File: config.mk
export PLATFORM = sky130hd
export DESIGN_NAME = audio_serial_port
export DESIGN_NICKNAME = d
export VERILOG_FILES = /design/src/rtl/asp_pkg.sv /design/src/rtl/asp_sync.sv /design/src/rtl/asp_tx.sv /design/src/rtl/asp_rx.sv /design/src/rtl/audio_serial_port.sv
export SDC_FILE = /design/constraint.sdc
export NUM_CORES = 1
export LEC_CHECK = 0
export ABC_AREA = 0
export CAP_MARGIN = 30
export CORE_MARGIN = 3
export CORE_UTILIZATION = 60
export CTS_CLUSTER_SIZE = 20
export DETAILED_ROUTE_END_ITERATION = 8
export PLACE_DENSITY = 0.84
export SETUP_SLACK_MARGIN = 0.4
export SKIP_CTS_REPAIR_TIMING = 1
export SYNTH_ARGS = -nofsm -noshare
export SYNTH_HDL_FRONTEND = slang
export SYNTH_SLANG_ARGS = --single-unit
File: constraint.sdc
create_clock -name clk -period 3.7 [get_ports clk]
set_clock_uncertainty 0.15 [all_clocks]
set_input_delay 0.37 -clock clk [delete_from_list [all_inputs] [get_ports clk]]
set_output_delay 0.37 -clock clk [all_outputs]
set_load 0.005 [all_outputs]
File: src/rtl/asp_pkg.sv
package asp_pkg;
    localparam int DATA_W = 32;

    localparam logic [1:0] REG_TXD = 2'd0;
    localparam logic [1:0] REG_RXD = 2'd1;
    localparam logic [1:0] REG_CTL = 2'd2;

    localparam int CTL_RX_RDY = 1;
    localparam int CTL_RX_OVR = 2;
    localparam int CTL_TX_RDY = 17;
    localparam int CTL_TX_UND = 18;

    typedef enum logic [1:0] {TX_IDLE, TX_DRIVE, TX_HOLD} tx_state_t;
    typedef enum logic {RX_IDLE, RX_SHIFT} rx_state_t;
    typedef enum logic {BUF_EMPTY, BUF_FULL} buf_state_t;
endpackage

File: src/rtl/asp_sync.sv
module asp_sync #(
    parameter int STAGES = 2
) (
    input  logic clk,
    input  logic rst_n,
    input  logic sclk_i,
    input  logic fs_i,
    input  logic din_i,
    output logic sclk_rise,
    output logic sclk_fall,
    output logic fs_lvl,
    output logic din_lvl
);
    localparam int CHAIN_W = 3 * STAGES;

    logic [CHAIN_W-1:0] chain;
    logic               sclk_prev;

    generate
        if (STAGES == 1) begin : g_single
            always_ff @(posedge clk) begin
                if (!rst_n) chain <= '0;
                else        chain <= {din_i, fs_i, sclk_i};
            end
        end else begin : g_multi
            always_ff @(posedge clk) begin
                if (!rst_n) chain <= '0;
                else        chain <= {chain[CHAIN_W-4:0], din_i, fs_i, sclk_i};
            end
        end
    endgenerate

    always_ff @(posedge clk) begin
        if (!rst_n) sclk_prev <= 1'b0;
        else        sclk_prev <= chain[CHAIN_W-3];
    end

    assign sclk_rise = chain[CHAIN_W-3] & ~sclk_prev;
    assign sclk_fall = ~chain[CHAIN_W-3] & sclk_prev;
    assign fs_lvl    = chain[CHAIN_W-2];
    assign din_lvl   = chain[CHAIN_W-1];
endmodule

File: src/rtl/asp_tx.sv
module asp_tx
    import asp_pkg::*;
#(
    parameter int W = 32
) (
    input  logic         clk,
    input  logic         rst_n,
    input  logic         sclk_rise,
    input  logic         sclk_fall,
    input  logic         fs_lvl,
    input  logic [W-1:0] load_word,
    output logic         frame_start,
    output logic         dout
);
    localparam int CW = $clog2(W + 1);

    tx_state_t      state_q, state_d;
    logic [W-1:0]   xsr;
    logic [CW-1:0]  bits_left;

    assign frame_start = sclk_rise & fs_lvl;
    assign dout        = xsr[W-1];

    always_ff @(posedge clk) begin
        if (!rst_n) state_q <= TX_IDLE;
        else        state_q <= state_d;
    end

    always_comb begin
        state_d = state_q;
        if (frame_start) begin
            state_d = TX_DRIVE;
        end else begin
            unique case (state_q)
                TX_IDLE:  state_d = TX_IDLE;
                TX_DRIVE: if (sclk_rise) state_d = TX_HOLD;
                TX_HOLD:  if (sclk_fall) state_d = (bits_left == '0) ? TX_IDLE : TX_DRIVE;
                default:  state_d = TX_IDLE;
            endcase
        end
    end

    always_ff @(posedge clk) begin
        if (!rst_n) begin
            xsr       <= '0;
            bits_left <= '0;
        end else if (frame_start) begin
            xsr       <= load_word;
            bits_left <= CW'(W);
        end else begin
            if (state_q == TX_DRIVE && sclk_rise) bits_left <= bits_left - 1'b1;
            if (state_q == TX_HOLD && sclk_fall)  xsr <= xsr << 1;
        end
    end
endmodule

File: src/rtl/asp_rx.sv
module asp_rx
    import asp_pkg::*;
#(
    parameter int W = 32
) (
    input  logic         clk,
    input  logic         rst_n,
    input  logic         sclk_rise,
    input  logic         fs_lvl,
    input  logic         din_lvl,
    output logic         word_valid,
    output logic [W-1:0] word
);
    localparam int CW = $clog2(W);

    rx_state_t     state_q, state_d;
    logic [CW-1:0] bit_cnt;
    logic          frame_start;
    logic          last_bit;

    assign frame_start = sclk_rise & fs_lvl;
    assign last_bit    = (bit_cnt == CW'(W - 1));

    always_ff @(posedge clk) begin
        if (!rst_n) state_q <= RX_IDLE;
        else        state_q <= state_d;
    end

    always_comb begin
        state_d = state_q;
        if (frame_start) begin
            state_d = RX_SHIFT;
        end else begin
            unique case (state_q)
                RX_IDLE:  state_d = RX_IDLE;
                RX_SHIFT: if (sclk_rise && last_bit) state_d = RX_IDLE;
                default:  state_d = RX_IDLE;
            endcase
        end
    end

    always_ff @(posedge clk) begin
        if (!rst_n) begin
            word       <= '0;
            bit_cnt    <= '0;
            word_valid <= 1'b0;
        end else begin
            word_valid <= 1'b0;
            if (frame_start) begin
                bit_cnt <= '0;
            end else if (state_q == RX_SHIFT && sclk_rise) begin
                word    <= {word[W-2:0], din_lvl};
                bit_cnt <= bit_cnt + 1'b1;
                if (last_bit) word_valid <= 1'b1;
            end
        end
    end
endmodule

File: src/rtl/audio_serial_port.sv
module audio_serial_port
    import asp_pkg::*;
#(
    parameter int SYNC_STAGES = 2
) (
    input  logic              clk,
    input  logic              rst_n,
    input  logic [1:0]        bus_addr,
    input  logic              bus_wr,
    input  logic              bus_rd,
    input  logic [DATA_W-1:0] bus_wdata,
    output logic [DATA_W-1:0] bus_rdata,
    output logic              tx_irq,
    output logic              rx_irq,
    input  logic              ser_clk,
    input  logic              ser_fsync,
    input  logic              ser_din,
    output logic              ser_dout
);
    logic              s_rise, s_fall, s_fs, s_din;
    logic              tx_start;
    logic              rx_valid;
    logic [DATA_W-1:0] rx_word;

    logic [DATA_W-1:0] txdr, rbr, drr;
    logic              tx_rdy, rx_rdy, rx_ovr, tx_und;
    buf_state_t        buf_q, buf_d;
    logic              wr_txd, wr_ctl, rd_rxd, move;

    asp_sync #(.STAGES(SYNC_STAGES)) u_sync (
        .clk(clk), .rst_n(rst_n),
        .sclk_i(ser_clk), .fs_i(ser_fsync), .din_i(ser_din),
        .sclk_rise(s_rise), .sclk_fall(s_fall), .fs_lvl(s_fs), .din_lvl(s_din)
    );

    asp_tx #(.W(DATA_W)) u_tx (
        .clk(clk), .rst_n(rst_n),
        .sclk_rise(s_rise), .sclk_fall(s_fall), .fs_lvl(s_fs),
        .load_word(txdr), .frame_start(tx_start), .dout(ser_dout)
    );

    asp_rx #(.W(DATA_W)) u_rx (
        .clk(clk), .rst_n(rst_n),
        .sclk_rise(s_rise), .fs_lvl(s_fs), .din_lvl(s_din),
        .word_valid(rx_valid), .word(rx_word)
    );

    assign wr_txd = bus_wr && bus_addr == REG_TXD;
    assign wr_ctl = bus_wr && bus_addr == REG_CTL;
    assign rd_rxd = bus_rd && bus_addr == REG_RXD;
    assign move   = (buf_q == BUF_FULL) && !rx_rdy;

    // receive buffer state register
    always_ff @(posedge clk) begin
        if (!rst_n) buf_q <= BUF_EMPTY;
        else        buf_q <= buf_d;
    end

    always_comb begin
        buf_d = buf_q;
        unique case (buf_q)
            BUF_EMPTY: if (rx_valid) buf_d = BUF_FULL;
            BUF_FULL:  if (!rx_valid && move) buf_d = BUF_EMPTY;
            default:   buf_d = BUF_EMPTY;
        endcase
    end

    // register file and flag outputs
    always_ff @(posedge clk) begin
        if (!rst_n) begin
            txdr   <= '0;
            rbr    <= '0;
            drr    <= '0;
            tx_rdy <= 1'b1;
            rx_rdy <= 1'b0;
            rx_ovr <= 1'b0;
            tx_und <= 1'b0;
            tx_irq <= 1'b0;
            rx_irq <= 1'b0;
        end else begin
            tx_irq <= tx_start;
            rx_irq <= move;

            if (wr_txd)        txdr <= bus_wdata;
            if (wr_txd)        tx_rdy <= 1'b0;
            else if (tx_start) tx_rdy <= 1'b1;

            if (tx_start && tx_rdy)               tx_und <= 1'b1;
            else if (wr_ctl && bus_wdata[CTL_TX_UND]) tx_und <= 1'b0;

            if (rx_valid) rbr <= rx_word;
            if (move) begin
                drr    <= rbr;
                rx_rdy <= 1'b1;
            end else if (rd_rxd) begin
                rx_rdy <= 1'b0;
            end

            if (rx_valid && rx_rdy)                   rx_ovr <= 1'b1;
            else if (wr_ctl && bus_wdata[CTL_RX_OVR]) rx_ovr <= 1'b0;
        end
    end

    always_comb begin
        bus_rdata = '0;
        unique case (bus_addr)
            REG_TXD: bus_rdata = txdr;
            REG_RXD: bus_rdata = drr;
            REG_CTL: begin
                bus_rdata[CTL_RX_RDY] = rx_rdy;
                bus_rdata[CTL_RX_OVR] = rx_ovr;
                bus_rdata[CTL_TX_RDY] = tx_rdy;
                bus_rdata[CTL_TX_UND] = tx_und;
            end
            default: bus_rdata = '0;
        endcase
    end
endmodule

==> qor.csv, run 1 <==
metric,value,unit
synth_commonest_cells,"269 x nand2_1, 189 x dfxtp_1, 105 x a21oi_1, 77 x nor2_1, 66 x mux2i_1",
dpl_worst_slack,0.854,ns
min_path_type,reg -> reg,
final_nets,994,
cts_tree,yes,
wl,17.0,mm
r2r-end,u_tx.xsr[13]$_SDFFE_PN0P_,
yosysWarningCount,0,
layout_min_cycle_time,2.85,ns
io-pin-count,76,
die_outline_width,117,um
postLayoutSetupSlackWorst,0.850,ns
avgSynthCellArea,8.16,um^2
wl_per_cell,15.4,um
grt_overflow_total,0,
mappedNetlistArea,7400,um^2
rr_startpoint,u_sync.chain[3]$_SDFF_PN0_,
vias_per_cell,5.56,
clock_insertion_delay_worst_skew,0.42,ns
synthesized_nets,955,
top_usage_layer,met2,
chip_height,117,um
starting_utilization_of_the_core_area,63.2,%
groute.layer.met3.usage,5.04,%
critical_path_buf_inv_count,2,
vias_in_the_first_global_route,5473,
ant_nets,0,
timing.critical_path.slowest_cell_delay,0.73,ns
n_antenna_cell,0,
worstPathMaxFanout,14,
peakVddDrop,0.413,mV
final.setup.tns,0,ns
clk_pin_slew_worst_paths,0.06,ns
syn_inst,907,
numCtsBuffers,17,
cts_max_level,4,
cts.sinks,189,
dominant_cell_by_count_in_the_synthesized_netlist,nand2_1,
hpwl,11.2,mm
grt_antenna_before_repair,0,
synth_largest_area_cell,dfxtp_1,
cts_buffer_depth,2,
critical_path.endpoint_type,output port,
worst_setup_path_start_kind,input port,
grt_first_pass_wirelength,27.3,mm
layout_cell_share_with_drive_strength_beyond_1,5.63,%
hold_depth,1,
max-slew-margin-rel,45.7,%
r2r_cells,5,
globalRouteTotalUtil,25.6,%
cp_common_cell,clkdlybuf4s50_1,
syn_to_final_growth,18.3,%
detailedRoute.firstIterationViolations,489,
synth_top_area_share,51.1,%
leakage_dissipation,3.01,nW
placement.io_buffers,75,
tightestPinTransition,0.812,ns
postSynth.topFlopCell,dfxtp_1,
worst-endpoint-required,3.18,ns
timing.critical_path.cells,clkdlybuf4s50_1 > nor2b_1 > nand2_1 > o21ai_0 > clkdlybuf4s50_1,
hold-path-endpoint,u_sync.chain[5]$_SDFF_PN0_,
setup_viol_count_final,0,
maxSlewViolCount,0,
finalCoreUtilization,74.7,%
synth_async_sr_flop_share,0,%
timing.critical_path.max_delay_family,buffers and inverters,
total_die_area,13700,um^2
worstSetupPathType,in -> out,
floorplan.rows,39,
reg2reg_slack,1.18,ns
period_share,77.0,%
run_status,"complete, no violations",
worst_path_max_delay_cell,clkdlybuf4s50_1,
ys_seq_elements,189,
synth_sequential_area_ratio,51.1,%
ctsRootBufferMaster,clkbuf_16,
min-delay-start,u_sync.chain[2]$_SDFF_PN0_,
gp_congestion,0.828,
design.core.area,11700,um^2
drt_pass1_iterations,5,
achievable-frequency,351,MHz
cp_data_arrival_time,2.33,ns
drc,0,
rsz0062_at_grt,false,
grt.met1_usage,35.2,%
yosys-top-cells-area,"dfxtp_1 51%, nand2_1 14%, mux2i_1 8.9%",
fill_cells,835,
grt_start_max_net_pins,62,
met2_usage,40.6,%
vias,6132,
synth_enable_flop_cells,0,
maxCapViolCount,0,
netlist-cell-type-count,38,
timing.final.hold_violations,0,
powerDensity,452,nW/um^2
-- metal layers --
metal | part of all wire (%) | routed length, um
met1 | 45 | 7720
met2 | 47 | 8040
met3 | 5.6 | 958
met4 | 1.7 | 293
met5 | 0 | 0
-- worst max-delay path by stage --
stage,to,cells after the start,from
final,bus_rdata[17],5,bus_addr[1]
after global routing,bus_rdata[17],5,bus_addr[1]
after CTS,bus_rdata[17],5,bus_addr[1]
after detailed placement,bus_rdata[17],5,bus_addr[1]
after global placement,bus_rdata[17],5,bus_addr[1]
after floorplan,u_tx.bits_left[4]$_SDFFE_PP0P_,7,u_tx.state_q[1]$_SDFFE_PP0P_
-- layout make-up --
class | instances | area, um^2 | area share [%]
clock inverter | 9 | 87.6 | 1.00
timing repair buffer | 90 | 898 | 10.3
tap | 143 | 179 | 2.04
inverter | 8 | 32.5 | 0.372
multi-input combinational | 640 | 3300 | 37.7
clock buffer | 23 | 468 | 5.35
sequential | 189 | 3780 | 43.2
-- layout by cell type, fill, tap and decap left out, types with 2 or more instances in the layout --
master	instances
ha_1	7
o21ai_0	32
nor2_2	2
xnor2_1	3
nor2_1	76
buf_12	2
xor2_1	4
mux2i_1	66
nor3_1	3
clkbuf_8	2
clkinv_4	3
nand2b_1	2
buf_4	11
clkbuf_1	4
buf_8	2
clkdlybuf4s50_1	74
nand2_1	269
a21oi_1	105
dfxtp_1	188
and2_1	8
clkbuf_16	17
nand3_1	4
nand4_1	2
a31oi_1	31
o31ai_1	2
and3b_1	2
nand3b_1	3
clkinv_2	3
inv_1	7
a22oi_1	2
o21ai_1	5
-- cells by family (layout without fill, tap and decap cells) --
group,count (synthesis),after routing,synth area share (%)
mux,66,66,8.93
simple gates,378,378,20.3
xor+xnor,7,7,0.828
flops,189,189,51.1
fa+ha+maj,7,7,1.18
compound gates,182,182,13.2
buf+inv,78,130,4.43
-- flip-flops by register name, summed over array words and instances, names as in the netlist --
name,cells
buf_q,1
drr,32
rbr,32
rx_irq,1
rx_ovr,1
rx_rdy,1
tx_irq,1
tx_rdy,1
tx_und,1
txdr,32
u_rx.bit_cnt,5
u_rx.state_q,1
u_rx.word,32
u_rx.word_valid,1
u_sync.chain,6
u_sync.sclk_prev,1
u_tx.bits_left,6
u_tx.state_q,2
u_tx.xsr,32
-- worst reg2reg max path, stage by stage (launching register included) --
cell and delay (ns):
dfxtp_1 0.55, nand3b_1 0.55, o21ai_4 0.46, buf_4 0.42, o21ai_0 0.15, a31oi_1 0.16
-- per-stage QoR --
step	instances	hold WS, ns	area, um^2	power (mW)
finish	1102	0.294	8750	3.95
global route	1102	0.303	8750	4.07
CTS	1102	0.294	8750	3.97
detailed placement	1070	0.279	8200	2.28
global placement	1067	0.272	8150	2.28
floorplan	907	0.262	7400	2.20
-- power by group --
part / total, mW / internal (mW) / switching, mW
Clock: 1.71 / 0.965 / 0.748
Sequential: 2.07 / 2.05 / 0.0181
Combinational: 0.167 / 0.0768 / 0.0903
No activity file was read; power rests on OpenSTA's default activity.
==> inputs of run 2 (changes only) <==
- CORE_UTILIZATION: 60 -> 56
- PLACE_DENSITY: 0.84 -> 0.79
- clock period: 3.7 -> 2.8 ns (I/O delays scaled with it)
==> run 2 against run 1 <==
Sequential share of layout area is 1.1 points lower. Register-to-register slack worse by 0.43 ns. First-iteration DRC count is 28% higher. Die area is 6.8% higher. Wire length is 4.8% higher. Hold slack worse by 0.056 ns. Core utilization is 4.4 points lower. Non-clock buffer count is 5 higher. Largest power group is now the clock network. Critical path depth stayed put. Final area is 2.7% higher. Largest cell class unchanged.
==> qor.csv, run 2 (synthesized netlist as in run 1, its figures left out) <==
metric,value,unit,change
run_status,"complete, no violations",,
syn_to_final_growth,21.5,%,
r2r_cells,7,,+2
vias_per_cell,5.44,,-2.3%
layout_min_cycle_time,2.25,ns,
rsz0062_at_grt,false,,
area_occupied_by_multi_input_gates,3300,um^2,unchanged
tightestPinTransition,0.681,ns,-0.131 ns
globalRouteTotalUtil,25.2,%,-0.45 points
worstPathMaxFanout,6,,-8
wl,17.8,mm,+4.8%
numCtsBuffers,17,,unchanged
cp.depth,5,,unchanged
hold_ws,0.238,ns,-0.0559 ns
drt_pass1_iterations,5,,unchanged
n_antenna_cell,0,,unchanged
sw_frac_of_total,19.8,%,-1.9 points
maxCapViolCount,0,,unchanged
timing.critical_path.cells,clkdlybuf4s50_1 > nor2b_1 > nand2_1 > o21ai_0 > clkdlybuf4s50_1,,
total_die_area,14600,um^2,+6.8%
max-slew-margin-rel,54.6,%,+8.9 points
grt_antenna_before_repair,0,,unchanged
layout_cell_share_with_drive_strength_beyond_1,6.54,%,+0.90 points
timing.critical_path.max_delay_family,buffers and inverters,,
seqCellArea,3780,um^2,unchanged
design.core.area,12800,um^2,+9.1%
mostFrequentLayoutCell,nand2_1,,
timing.critical_path.slowest_cell_delay,0.53,ns,-0.20 ns
critical_path.endpoint_type,output port,,
worst_setup_path_start_kind,input port,,
placement.io_buffers,75,,unchanged
powerDensity,649,nW/um^2,+44%
timing.final.hold_violations,0,,unchanged
cts_max_level,4,,unchanged
period_share,80.5,%,
peakVddDrop,0.581,mV,+41%
final_nets,999,,+0.50%
hold_depth,3,,+2
grt_overflow_total,0,,unchanged
cts.sinks,189,,unchanged
mostFrequentLayoutCells,"269 x nand2_1, 188 x dfxtp_1, 105 x a21oi_1",,
critical_path_buf_inv_count,2,,unchanged
floorplan.rows,41,,+5.1%
detailedRoute.firstIterationViolations,626,,+28%
cts_buffer_depth,2,,unchanged
drc,0,,unchanged
io-pin-count,76,,unchanged
sequentialPowerShare,47.0,%,-5.4 points
power.switching,1.15,mW,+35%
worst_path_max_delay_cell,clkdlybuf4s50_1,,
maxSlewViolCount,0,,unchanged
wl_per_cell,15.7,um,+1.6%
grt_first_pass_wirelength,29.1,mm,+6.8%
chip_height,121,um,+3.3%
hpwl,11.4,mm,+1.9%
die_outline_width,121,um,+3.3%
cp_common_cell,clkdlybuf4s50_1,,
achievable-frequency,444,MHz,
power.combinational.fraction,3.9,%,-0.3 points
ant_nets,0,,unchanged
setup_viol_count_final,0,,unchanged
starting_utilization_of_the_core_area,57.9,%,-5.3 points
leakage_dissipation,3.11,nW,+3.5%
ctsRootBufferMaster,clkbuf_16,,
vias,6178,,+0.75%
min_path_type,in -> reg,,
fill_cells,991,,+19%
gp_congestion,0.882,,+6.6%
final.setup.tns,0,ns,unchanged
grt_start_max_net_pins,49,,-21%
cp_data_arrival_time,1.82,ns,-0.51 ns
worstSetupPathType,in -> out,,
vias_in_the_first_global_route,5766,,+5.4%
cts_tree,yes,,
clk_pin_slew_worst_paths,0.06,ns,about the same
placed_area,8280,um^2,+0.96%
final_cell_area,8990,um^2,+2.7%
p_clk_share,49.1,%,+5.8 points
power.internal,4.68,mW,+51%
worst-endpoint-required,2.37,ns,-0.81 ns
clock_insertion_delay_worst_skew,0.44,ns,+0.02 ns
[run 2: cell types whose count changed in the layout (fill, tap and decap cells not counted), sizes merged]
cell      previous run  this run
bufinv               1         7
buf                 16        21
clkbuf              23        21
clkinv               6         4
clkinvlp             1         0
inv                  9         8
[run 2: path summary, 6_finish.rpt]
path | from | to | slack (ns)
worst max register to register | u_tx.state_q[0]$_SDFFE_PN0P_ | u_tx.xsr[11]$_SDFFE_PN0P_ | 0.75
worst min-delay path | bus_wdata[27] | txdr[27]$_SDFFE_PN0P_ | 0.24
worst max-delay path | bus_addr[1] | bus_rdata[18] | 0.55
worst min register to register | u_sync.chain[0]$_SDFF_PN0_ | u_sync.chain[3]$_SDFF_PN0_ | 0.28
[run 2: cell type report]
cell class	instances	area share, %
clock inverter	11	2.60
timing repair buffer	95	10.5
tap	172	2.39
clock buffer	21	5.34
inverter	8	0.362
sequential	189	42.1
multi-input combinational	640	36.7
[run 2: metrics by stage]
stage                     utilization [%]  setup slack, ns  cells  power [mW]
after floorplan                         -             1.18    907        2.91
after global placement               64.7            0.528   1103        3.02
after detailed placement             64.8            0.553   1104        3.02
after CTS                            70.4            0.543   1136        5.84
after global routing                 70.4            0.424   1136        5.99
final                                70.4            0.547   1136        5.83
[run 2: worst reg2reg max path: stages, from the launching register on]
cell,delay [ns]
dfxtp_1,0.33
inv_1,0.08
ha_1,0.20
nand2_1,0.13
o21ai_4,0.50
buf_12,0.26
o21ai_0,0.13
a31oi_1,0.20
[run 2: per-layer routing]
metal | vias to the layer above | global-route usage (%) | routed length (um)
met5 | - | 0 | 0
met4 | 0 | 8.50 | 393
met3 | 27 | 5.08 | 915
met2 | 146 | 39.6 | 8390
met1 | 2915 | 34.7 | 8120
li1 | 3090 | - | -
[run 2: power by group through the flow]
stage / clock network, mW / registers (mW) / logic [mW]
floorplan: 0 / 2.79 / 0.121
global placement: 0 / 2.80 / 0.222
detailed placement: 0 / 2.80 / 0.224
CTS: 2.88 / 2.74 / 0.226
global route: 3.01 / 2.74 / 0.245
finish: 2.86 / 2.74 / 0.226
